===== src/rtl/ddr_mrs_pkg.sv =====
package ddr_mrs_pkg;

    // Address bus width of the mode word and field positions within it.
    localparam int MA_W    = 11;
    localparam int BL_LSB  = 0;
    localparam int BT_BIT  = 3;
    localparam int CL_LSB  = 4;
    localparam int OP_LSB  = 7;
    localparam int CL_MAX  = 3;

    typedef enum logic [1:0] {
        CMD_NOP   = 2'b00,
        CMD_MRS   = 2'b01,
        CMD_READ  = 2'b10,
        CMD_SPARE = 2'b11
    } ddr_cmd_e;

    // Encoded as log2 of the burst length.
    typedef enum logic [1:0] {
        BLS_2 = 2'd1,
        BLS_4 = 2'd2,
        BLS_8 = 2'd3
    } bl_sel_e;

    typedef enum logic [1:0] {
        OPK_NORMAL = 2'd0,
        OPK_DLLRST = 2'd1,
        OPK_RSVD   = 2'd2
    } op_kind_e;

    typedef struct packed {
        bl_sel_e bl;
        logic    ilv;
        logic    cl3;
    } mode_cfg_t;

    typedef struct packed {
        logic      ok;
        op_kind_e  op;
        mode_cfg_t cfg;
    } mrs_dec_t;

    function automatic mrs_dec_t decode_mrs(logic [MA_W-1:0] a);
        mrs_dec_t d;
        d.ok      = 1'b1;
        d.cfg.ilv = a[BT_BIT];
        case (a[OP_LSB +: 4])
            4'b0000: d.op = OPK_NORMAL;
            4'b0010: d.op = OPK_DLLRST;
            default: begin
                d.op = OPK_RSVD;
                d.ok = 1'b0;
            end
        endcase
        case (a[BL_LSB +: 3])
            3'b001:  d.cfg.bl = BLS_2;
            3'b010:  d.cfg.bl = BLS_4;
            3'b011:  d.cfg.bl = BLS_8;
            default: begin
                d.cfg.bl = BLS_2;
                d.ok     = 1'b0;
            end
        endcase
        case (a[CL_LSB +: 3])
            3'b010:  d.cfg.cl3 = 1'b0;
            3'b011:  d.cfg.cl3 = 1'b1;
            default: begin
                d.cfg.cl3 = 1'b0;
                d.ok      = 1'b0;
            end
        endcase
        return d;
    endfunction

    function automatic logic [3:0] bl_beats(bl_sel_e b);
        case (b)
            BLS_4:   return 4'd4;
            BLS_8:   return 4'd8;
            default: return 4'd2;
        endcase
    endfunction

    function automatic logic [2:0] bl_mask(bl_sel_e b);
        case (b)
            BLS_4:   return 3'b011;
            BLS_8:   return 3'b111;
            default: return 3'b001;
        endcase
    endfunction

    // Index of the final beat pair of a burst.
    function automatic logic [1:0] bl_last_pair(bl_sel_e b);
        case (b)
            BLS_4:   return 2'd1;
            BLS_8:   return 2'd3;
            default: return 2'd0;
        endcase
    endfunction

endpackage


===== src/rtl/ddr_mode_store.sv =====
module ddr_mode_store
    import ddr_mrs_pkg::*;
(
    input  logic            clk,
    input  logic            rst,
    input  logic            mrs_stb,
    input  logic [MA_W-1:0] mrs_word,
    output mode_cfg_t       cfg,
    output logic            mode_bad,
    output logic            dll_pulse,
    output logic            dll_pend
);

    mrs_dec_t dec;

    always_comb dec = decode_mrs(mrs_word);

    always_ff @(posedge clk) begin
        if (rst) begin
            cfg       <= '{bl: BLS_2, ilv: 1'b0, cl3: 1'b0};
            mode_bad  <= 1'b1;
            dll_pulse <= 1'b0;
            dll_pend  <= 1'b0;
        end else begin
            dll_pulse <= 1'b0;
            if (mrs_stb) begin
                if (dec.ok) begin
                    cfg      <= dec.cfg;
                    mode_bad <= 1'b0;
                    if (dec.op == OPK_DLLRST) begin
                        dll_pulse <= 1'b1;
                        dll_pend  <= 1'b1;
                    end else begin
                        dll_pend  <= 1'b0;
                    end
                end else begin
                    mode_bad <= 1'b1;
                end
            end
        end
    end

    AST_REJECT_FREEZES_CFG: assert property (@(posedge clk) disable iff (rst)
        (mrs_stb && !dec.ok) |=> ($stable(cfg) && $stable(dll_pend) && mode_bad && !dll_pulse));

    AST_NORMAL_CLEARS_PEND: assert property (@(posedge clk) disable iff (rst)
        (mrs_stb && dec.ok && dec.op == OPK_NORMAL) |=> (!dll_pend && !mode_bad));

    AST_PULSE_WITH_PEND: assert property (@(posedge clk) disable iff (rst)
        dll_pulse |-> dll_pend);

endmodule


===== src/rtl/ddr_lat_pipe.sv =====
module ddr_lat_pipe
    import ddr_mrs_pkg::*;
#(
    parameter int COL_W = 8,
    parameter int DEPTH = CL_MAX
) (
    input  logic             clk,
    input  logic             rst,
    input  logic             push,
    input  logic [COL_W-1:0] push_col,
    input  mode_cfg_t        push_cfg,
    output logic             launch,
    output logic [COL_W-1:0] launch_col,
    output mode_cfg_t        launch_cfg
);

    typedef struct packed {
        logic             vld;
        logic [COL_W-1:0] col;
        mode_cfg_t        cfg;
    } slot_t;

    localparam int SLOT_W = $clog2(DEPTH);

    slot_t            stage [DEPTH];
    slot_t            fresh;
    logic [SLOT_W-1:0] wr_slot;

    // A READ under latency m enters stage m-1 so that stage 0 reaches the
    // burst engine m-1 edges later and its output register m edges later.
    always_comb begin
        fresh   = '{vld: 1'b1, col: push_col, cfg: push_cfg};
        wr_slot = push_cfg.cl3 ? SLOT_W'(2) : SLOT_W'(1);
    end

    for (genvar i = 0; i < DEPTH; i++) begin : g_stage
        if (i == DEPTH - 1) begin : g_top
            always_ff @(posedge clk) begin
                if (rst)                                stage[i] <= '0;
                else if (push && wr_slot == SLOT_W'(i)) stage[i] <= fresh;
                else                                    stage[i] <= '0;
            end
        end else begin : g_mid
            always_ff @(posedge clk) begin
                if (rst)                                stage[i] <= '0;
                else if (push && wr_slot == SLOT_W'(i)) stage[i] <= fresh;
                else                                    stage[i] <= stage[i+1];
            end
        end
    end

    always_comb begin
        launch     = stage[0].vld;
        launch_col = stage[0].col;
        launch_cfg = stage[0].cfg;
    end

endmodule


===== src/rtl/ddr_burst_gen.sv =====
module ddr_burst_gen
    import ddr_mrs_pkg::*;
#(
    parameter int COL_W = 8
) (
    input  logic             clk,
    input  logic             rst,
    input  logic             start,
    input  logic [COL_W-1:0] start_col,
    input  mode_cfg_t        start_cfg,
    output logic             rd_valid,
    output logic [COL_W-1:0] rd_col_rise,
    output logic [COL_W-1:0] rd_col_fall,
    output logic             rd_last
);

    localparam int LOW_W = 3;

    logic [COL_W-1:0] base_q;
    mode_cfg_t        cfg_q;
    logic [1:0]       pair_q;

    function automatic logic [COL_W-1:0] beat_col(logic [COL_W-1:0] s,
                                                 logic [LOW_W-1:0] idx,
                                                 mode_cfg_t c);
        logic [LOW_W-1:0] m;
        logic [LOW_W-1:0] lo;
        m  = bl_mask(c.bl);
        lo = c.ilv ? (s[LOW_W-1:0] ^ idx) : (s[LOW_W-1:0] + idx);
        return {s[COL_W-1:LOW_W], (s[LOW_W-1:0] & ~m) | (lo & m)};
    endfunction

    always_ff @(posedge clk) begin
        if (rst) begin
            rd_valid    <= 1'b0;
            rd_last     <= 1'b0;
            rd_col_rise <= '0;
            rd_col_fall <= '0;
            base_q      <= '0;
            cfg_q       <= '{bl: BLS_2, ilv: 1'b0, cl3: 1'b0};
            pair_q      <= '0;
        end else if (start) begin
            rd_valid    <= 1'b1;
            rd_col_rise <= beat_col(start_col, 3'd0, start_cfg);
            rd_col_fall <= beat_col(start_col, 3'd1, start_cfg);
            rd_last     <= (start_cfg.bl == BLS_2);
            base_q      <= start_col;
            cfg_q       <= start_cfg;
            pair_q      <= 2'd1;
        end else if (rd_valid && !rd_last) begin
            rd_col_rise <= beat_col(base_q, {pair_q, 1'b0}, cfg_q);
            rd_col_fall <= beat_col(base_q, {pair_q, 1'b1}, cfg_q);
            rd_last     <= (pair_q == bl_last_pair(cfg_q.bl));
            pair_q      <= pair_q + 2'd1;
        end else begin
            rd_valid    <= 1'b0;
            rd_last     <= 1'b0;
        end
    end

    AST_LAST_NEEDS_VALID: assert property (@(posedge clk) disable iff (rst)
        rd_last |-> rd_valid);

    AST_PAIR_SHARES_UPPER: assert property (@(posedge clk) disable iff (rst)
        rd_valid |-> (rd_col_rise[COL_W-1:LOW_W] == rd_col_fall[COL_W-1:LOW_W]));

endmodule


===== src/rtl/ddr_mrs_read_seq.sv =====
module ddr_mrs_read_seq
    import ddr_mrs_pkg::*;
#(
    parameter int COL_W = 8
) (
    input  logic             clk,
    input  logic             rst,
    input  logic [1:0]       cmd,
    input  logic [10:0]      addr,
    output logic             dll_rst_pulse,
    output logic             dll_rst_pend,
    output logic             mode_bad,
    output logic             rd_err,
    output logic [3:0]       cfg_beats,
    output logic             cfg_interleave,
    output logic [1:0]       cfg_cas,
    output logic             rd_valid,
    output logic [COL_W-1:0] rd_col_rise,
    output logic [COL_W-1:0] rd_col_fall,
    output logic             rd_last
);

    ddr_cmd_e         cmd_e;
    logic             mrs_stb;
    logic             rd_req;
    logic             rd_go;
    mode_cfg_t        cur_cfg;
    logic             launch;
    logic [COL_W-1:0] launch_col;
    mode_cfg_t        launch_cfg;

    always_comb begin
        cmd_e   = ddr_cmd_e'(cmd);
        mrs_stb = (cmd_e == CMD_MRS);
        rd_req  = (cmd_e == CMD_READ);
        rd_go   = rd_req && !mode_bad;
    end

    ddr_mode_store u_mode (
        .clk       (clk),
        .rst       (rst),
        .mrs_stb   (mrs_stb),
        .mrs_word  (addr),
        .cfg       (cur_cfg),
        .mode_bad  (mode_bad),
        .dll_pulse (dll_rst_pulse),
        .dll_pend  (dll_rst_pend)
    );

    ddr_lat_pipe #(.COL_W(COL_W)) u_pipe (
        .clk        (clk),
        .rst        (rst),
        .push       (rd_go),
        .push_col   (addr[COL_W-1:0]),
        .push_cfg   (cur_cfg),
        .launch     (launch),
        .launch_col (launch_col),
        .launch_cfg (launch_cfg)
    );

    ddr_burst_gen #(.COL_W(COL_W)) u_burst (
        .clk         (clk),
        .rst         (rst),
        .start       (launch),
        .start_col   (launch_col),
        .start_cfg   (launch_cfg),
        .rd_valid    (rd_valid),
        .rd_col_rise (rd_col_rise),
        .rd_col_fall (rd_col_fall),
        .rd_last     (rd_last)
    );

    always_ff @(posedge clk) begin
        if (rst)                      rd_err <= 1'b0;
        else if (rd_req && mode_bad)  rd_err <= 1'b1;
    end

    always_comb begin
        cfg_beats      = bl_beats(cur_cfg.bl);
        cfg_interleave = cur_cfg.ilv;
        cfg_cas        = cur_cfg.cl3 ? 2'd3 : 2'd2;
    end

    AST_BAD_READ_FLAGGED: assert property (@(posedge clk) disable iff (rst)
        (rd_req && mode_bad) |=> rd_err);

    AST_ERR_STICKY: assert property (@(posedge clk) disable iff (rst)
        rd_err |=> rd_err);

endmodule


===== config.mk =====
export PLATFORM = sky130hd
export DESIGN_NAME = ddr_mrs_read_seq
export DESIGN_NICKNAME = d
export VERILOG_FILES = /design/src/rtl/ddr_mrs_pkg.sv /design/src/rtl/ddr_mode_store.sv /design/src/rtl/ddr_lat_pipe.sv /design/src/rtl/ddr_burst_gen.sv /design/src/rtl/ddr_mrs_read_seq.sv
export SDC_FILE = /design/constraint.sdc
export NUM_CORES = 1
export LEC_CHECK = 0
export BUFFER_PORTS_ARGS = -buffer_cell sky130_fd_sc_hd__buf_2
export CORE_UTILIZATION = 56
export DETAILED_ROUTE_END_ITERATION = 7
export GPL_TIMING_DRIVEN = 0
export PLACE_DENSITY = 0.89
export SKIP_CTS_REPAIR_TIMING = 1
export SLEW_MARGIN = 30
export SYNTH_ARGS = -nofsm -noshare
export SYNTH_HDL_FRONTEND = slang
export SYNTH_SLANG_ARGS = --single-unit
export TNS_END_PERCENT = 10

===== constraint.sdc =====
create_clock -name clk -period 2.3 [get_ports clk]
set_clock_uncertainty 0.1 [all_clocks]
set_input_delay 0.46 -clock clk [delete_from_list [all_inputs] [get_ports clk]]
set_output_delay 0.46 -clock clk [all_outputs]
set_load 0.02 [all_outputs]

==> run_summary.xml <==
<?xml version="1.0" encoding="UTF-8"?>
<metrics>
  <group name="outcome">
    <metric name="status" unit="">complete, no violations</metric>
  </group>
  <group name="pwr">
    <metric name="pwr-share-clk" unit="">0.399</metric>
    <metric name="seq_power_share" unit="">0.528</metric>
    <metric name="sw_frac_of_total" unit="">0.234</metric>
    <metric name="power_switching" unit="W">0.000599</metric>
    <metric name="internal_power" unit="W">0.00196</metric>
    <metric name="p_leak" unit="nW">1.50</metric>
    <metric name="power_density" unit="nW/µm²">719</metric>
    <metric name="pwr-share-comb" unit="">0.073</metric>
    <metric name="vdd_ir_drop_max" unit="µV">392</metric>
  </group>
  <group name="clock_tree">
    <metric name="tritoncts_buffer_count" unit="">9</metric>
    <metric name="cts_root_buffer" unit="">sky130_fd_sc_hd__clkbuf_8</metric>
    <metric name="htreeDepth" unit="">3</metric>
    <metric name="clkTransAtPathRegs" unit="ns">0.07</metric>
    <metric name="cts_tree" unit="">yes</metric>
    <metric name="clock-sinks" unit="">70</metric>
    <metric name="worst_skew_pair.late_latency" unit="ns">0.35</metric>
    <metric name="cts_buffer_depth" unit="">2</metric>
  </group>
  <group name="min_path">
    <metric name="hold_path_cells" unit="">3</metric>
    <metric name="holdCritPathClass" unit="">in -&gt; reg</metric>
    <metric name="hold_end" unit="">u_mode.dll_pend</metric>
    <metric name="hold_start" unit="">addr[8]</metric>
  </group>
  <group name="critical_path">
    <metric name="critPathRequiredTime" unit="ns">2.41</metric>
    <metric name="rr_worst_depth" unit="">5</metric>
    <metric name="critical_path_class" unit="">reg -&gt; reg</metric>
    <metric name="cpMaxStageDelayCell" unit="">sky130_fd_sc_hd__fa_1</metric>
    <metric name="critical_path.top_delay_family" unit="">adder cells</metric>
    <metric name="worst-endpoint-arrival" unit="ns">1.95</metric>
    <metric name="critPathBufInv" unit="">0</metric>
    <metric name="critical_path.max_stage_delay" unit="ns">0.45</metric>
    <metric name="end_kind" unit="">flop</metric>
    <metric name="timing.critical_path.cells" unit="">fa_1 -&gt; nor2b_1 -&gt; nor4b_1 -&gt; o41ai_1 -&gt; a21oi_1</metric>
    <metric name="rr_startpoint" unit="">u_burst.pair_q[0]</metric>
    <metric name="worst_setup_path_start_kind" unit="">flop</metric>
    <metric name="worstPathMaxFanout" unit="">6</metric>
    <metric name="worst-r2r-setup-slack" unit="ns">0.45</metric>
    <metric name="timing.rr.end" unit="">u_burst.rd_col_fall[2]</metric>
  </group>
  <group name="synth">
    <metric name="netlist_top_cells_area" unit="">sky130_fd_sc_hd__dfxtp_1 31%, sky130_fd_sc_hd__edfxtp_1 24%, sky130_fd_sc_hd__a21oi_1 5.7%</metric>
    <metric name="syn_avg_cell_area" unit="µm²">10.0</metric>
    <metric name="synthFlopType" unit="">sky130_fd_sc_hd__dfxtp_1</metric>
    <metric name="dominant_cell_by_count_in_the_synthesized_netlist" unit="">sky130_fd_sc_hd__dfxtp_1</metric>
    <metric name="synth_top_cell_by_area" unit="">sky130_fd_sc_hd__dfxtp_1</metric>
    <metric name="commonest_cells_in_the_synthesized_netlist" unit="">46 x sky130_fd_sc_hd__dfxtp_1, 45 x sky130_fd_sc_hd__nand2_1, 34 x sky130_fd_sc_hd__a21oi_1, 24 x sky130_fd_sc_hd__edfxtp_1</metric>
    <metric name="ys.warnings.count" unit="">0</metric>
    <metric name="postSynthCellCount" unit="">296</metric>
    <metric name="yosys.cell_types.count" unit="">42</metric>
    <metric name="syn_area" unit="µm²">2970</metric>
    <metric name="synth_top_area_frac" unit="">0.310</metric>
    <metric name="ys_ff_latch" unit="">70</metric>
    <metric name="synth-seq-area-share" unit="">0.553</metric>
    <metric name="synth_enable_flop_cells" unit="">24</metric>
    <metric name="async_reset_ff_frac" unit="">0</metric>
  </group>
  <group name="run">
    <metric name="drv_cap" unit="">0</metric>
  </group>
  <group name="timing">
    <metric name="report.final.slew_viol_count" unit="">0</metric>
    <metric name="finalHoldViolations" unit="">0</metric>
    <metric name="setup_repair_after_global_routing_missed_its_margin" unit="">no</metric>
    <metric name="achievable-frequency" unit="MHz">542</metric>
    <metric name="final_clock_period_utilization_by_the_worst_path" unit="">0.802</metric>
    <metric name="final_setup_fails" unit="">0</metric>
    <metric name="finalWorstPathRequiredPeriod" unit="ns">1.85</metric>
    <metric name="slew_headroom" unit="">0.619</metric>
    <metric name="worst_pin_slew" unit="ns">0.571</metric>
    <metric name="timing.setup.tns" unit="ns">0</metric>
  </group>
  <group name="floorplan">
    <metric name="die_outline_width" unit="µm">74.8</metric>
    <metric name="io-pin-count" unit="">44</metric>
    <metric name="num_rows" unit="">26</metric>
    <metric name="initial_core_utilization" unit="">0.581</metric>
    <metric name="die_height" unit="µm">74.8</metric>
    <metric name="design.core.area" unit="µm²">5110</metric>
    <metric name="fp.dieArea" unit="µm²">5590</metric>
  </group>
  <group name="layout">
    <metric name="num_antenna_cells" unit="">0</metric>
    <metric name="syn_to_final_growth" unit="%">19.9</metric>
    <metric name="final_design_area_no_fill" unit="µm²">3560</metric>
    <metric name="finalNetCount" unit="">390</metric>
    <metric name="filler_cell_count" unit="">414</metric>
    <metric name="share_of_final_layout_standard_cells_stronger_than_drive_strength_1" unit="">0.204</metric>
  </group>
  <group name="drt">
    <metric name="vias_per_cell" unit="">5.00</metric>
    <metric name="drc_errors" unit="">0</metric>
    <metric name="avgRoutedWirePerCell" unit="µm">13.4</metric>
    <metric name="dr_total_vias" unit="">2233</metric>
    <metric name="routed_wl" unit="µm">6010</metric>
    <metric name="drt_iter0_markers" unit="">116</metric>
    <metric name="detail_route.first_pass.iterations" unit="">4</metric>
    <metric name="ant_nets" unit="">0</metric>
  </group>
  <group name="global_route">
    <metric name="grt.overflow.total" unit="">0</metric>
    <metric name="grt_pass1_vias" unit="">2191</metric>
    <metric name="grt_usage" unit="">0.243</metric>
    <metric name="largest_net_degree_at_the_start_of_global_routing" unit="">13</metric>
    <metric name="antenna_violations_before_repair" unit="">0</metric>
    <metric name="global_route_wire_length_before_repair" unit="µm">9690</metric>
  </group>
  <group name="place">
    <metric name="dp.final_hpwl" unit="µm">4170</metric>
    <metric name="portBuffers" unit="">41</metric>
    <metric name="gp_congestion" unit="">0.840</metric>
    <metric name="postPlaceCellArea" unit="µm²">3350</metric>
  </group>
</metrics>
==> per-layer routing <==
metal	vias up	share of wire	global-route usage
li1	1123	-	-
met1	1032	0.43	0.271
met2	64	0.51	0.433
met3	14	0.038	0.0616
met4	0	0.024	0.113
met5	-	0	0
==> worst max path at each step <==
stage	from	to	cells after the start
after floorplan	cmd[0]	u_pipe.stage[1][2]	5
after detailed placement	rst	u_pipe.stage[1][12]	4
after CTS	u_burst.pair_q[0]	u_burst.rd_col_fall[2]	5
after global routing	u_burst.pair_q[0]	u_burst.rd_col_fall[2]	5
final	u_burst.pair_q[0]	u_burst.rd_col_fall[2]	5
after global placement	rst	u_pipe.stage[1][12]	4
==> sequential cells by signal, summed over array words and instances (netlist names) <==
name	cells
u_mode.mode_bad	1
u_burst.pair_q	2
u_mode.cfg	4
u_mode.dll_pend	1
u_burst.rd_valid	1
rd_err	1
u_burst.rd_last	1
u_burst.base_q	8
u_mode.dll_pulse	1
u_burst.rd_col_rise	4
u_burst.rd_col_fall	7
u_burst.cfg_q	3
u_pipe.stage	36
==> tightest hold or removal path, stage by stage <==
cell	delay [ns]
sky130_fd_sc_hd__buf_2	0.08
sky130_fd_sc_hd__mux2i_1	0.06
sky130_fd_sc_hd__nor2_1	0.07
==> cell families after synthesis <==
group,count (synthesis),synth area share
AO/OA/AOI/OAI,54,0.111
AND/OR/NAND/NOR,122,0.217
multiplexers,10,0.0337
buffers and inverters,32,0.0586
flip-flops,70,0.553
other,2,0.00253
adder cells (fa/ha/maj),3,0.0152
XOR/XNOR,3,0.00886
==> area by class of cell <==
cell class                      instances  area, µm²  share of cell area
Tap cell                               70       87.6              0.0246
Clock buffer                           10        149              0.0419
Inverter                                5       18.8             0.00528
Sequential cell                        70       1640               0.461
Buffer                                 27        155              0.0436
Clock inverter                          6       58.8              0.0165
Timing Repair Buffer                   41        205              0.0577
Multi-Input combinational cell        218       1240               0.349
==> per-stage QoR <==
stage                     hold WS (ns)  power (W)  cells   util  setup slack (ns)
final                            0.258    0.00256    447  0.696             0.455
after global routing             0.271    0.00265    447  0.696             0.333
after CTS                        0.252    0.00257    447  0.696             0.463
after detailed placement         0.339    0.00156    431  0.656             0.376
after global placement           0.333    0.00155    431  0.656             0.436
after floorplan                  0.329    0.00150    320      -             0.621
==> power by group through the flow <==
stage	clock, W	sequential [W]	combinational, W
floorplan	0	0.00139	0.000111
global placement	0	0.00137	0.000178
detailed placement	0	0.00138	0.000184
CTS	0.00104	0.00135	0.000186
global route	0.00109	0.00135	0.000210
finish	0.00102	0.00135	0.000188
==> placed cells by master, fill, tap and decap left out, drive strengths merged, types with 3 or more instances in the layout <==
| master | n |
|---|---|
| clkinv | 5 |
| a21oi | 34 |
| nand2b | 13 |
| nor2 | 18 |
| nor2b | 17 |
| and2 | 12 |
| mux2i | 10 |
| dfxtp | 46 |
| conb | 26 |
| inv | 5 |
| buf | 59 |
| nor4b | 4 |
| o211ai | 3 |
| clkbuf | 19 |
| nand2 | 45 |
| edfxtp | 24 |
| a21o | 5 |
| nand4b | 3 |
(Power assumes the default switching activity.)
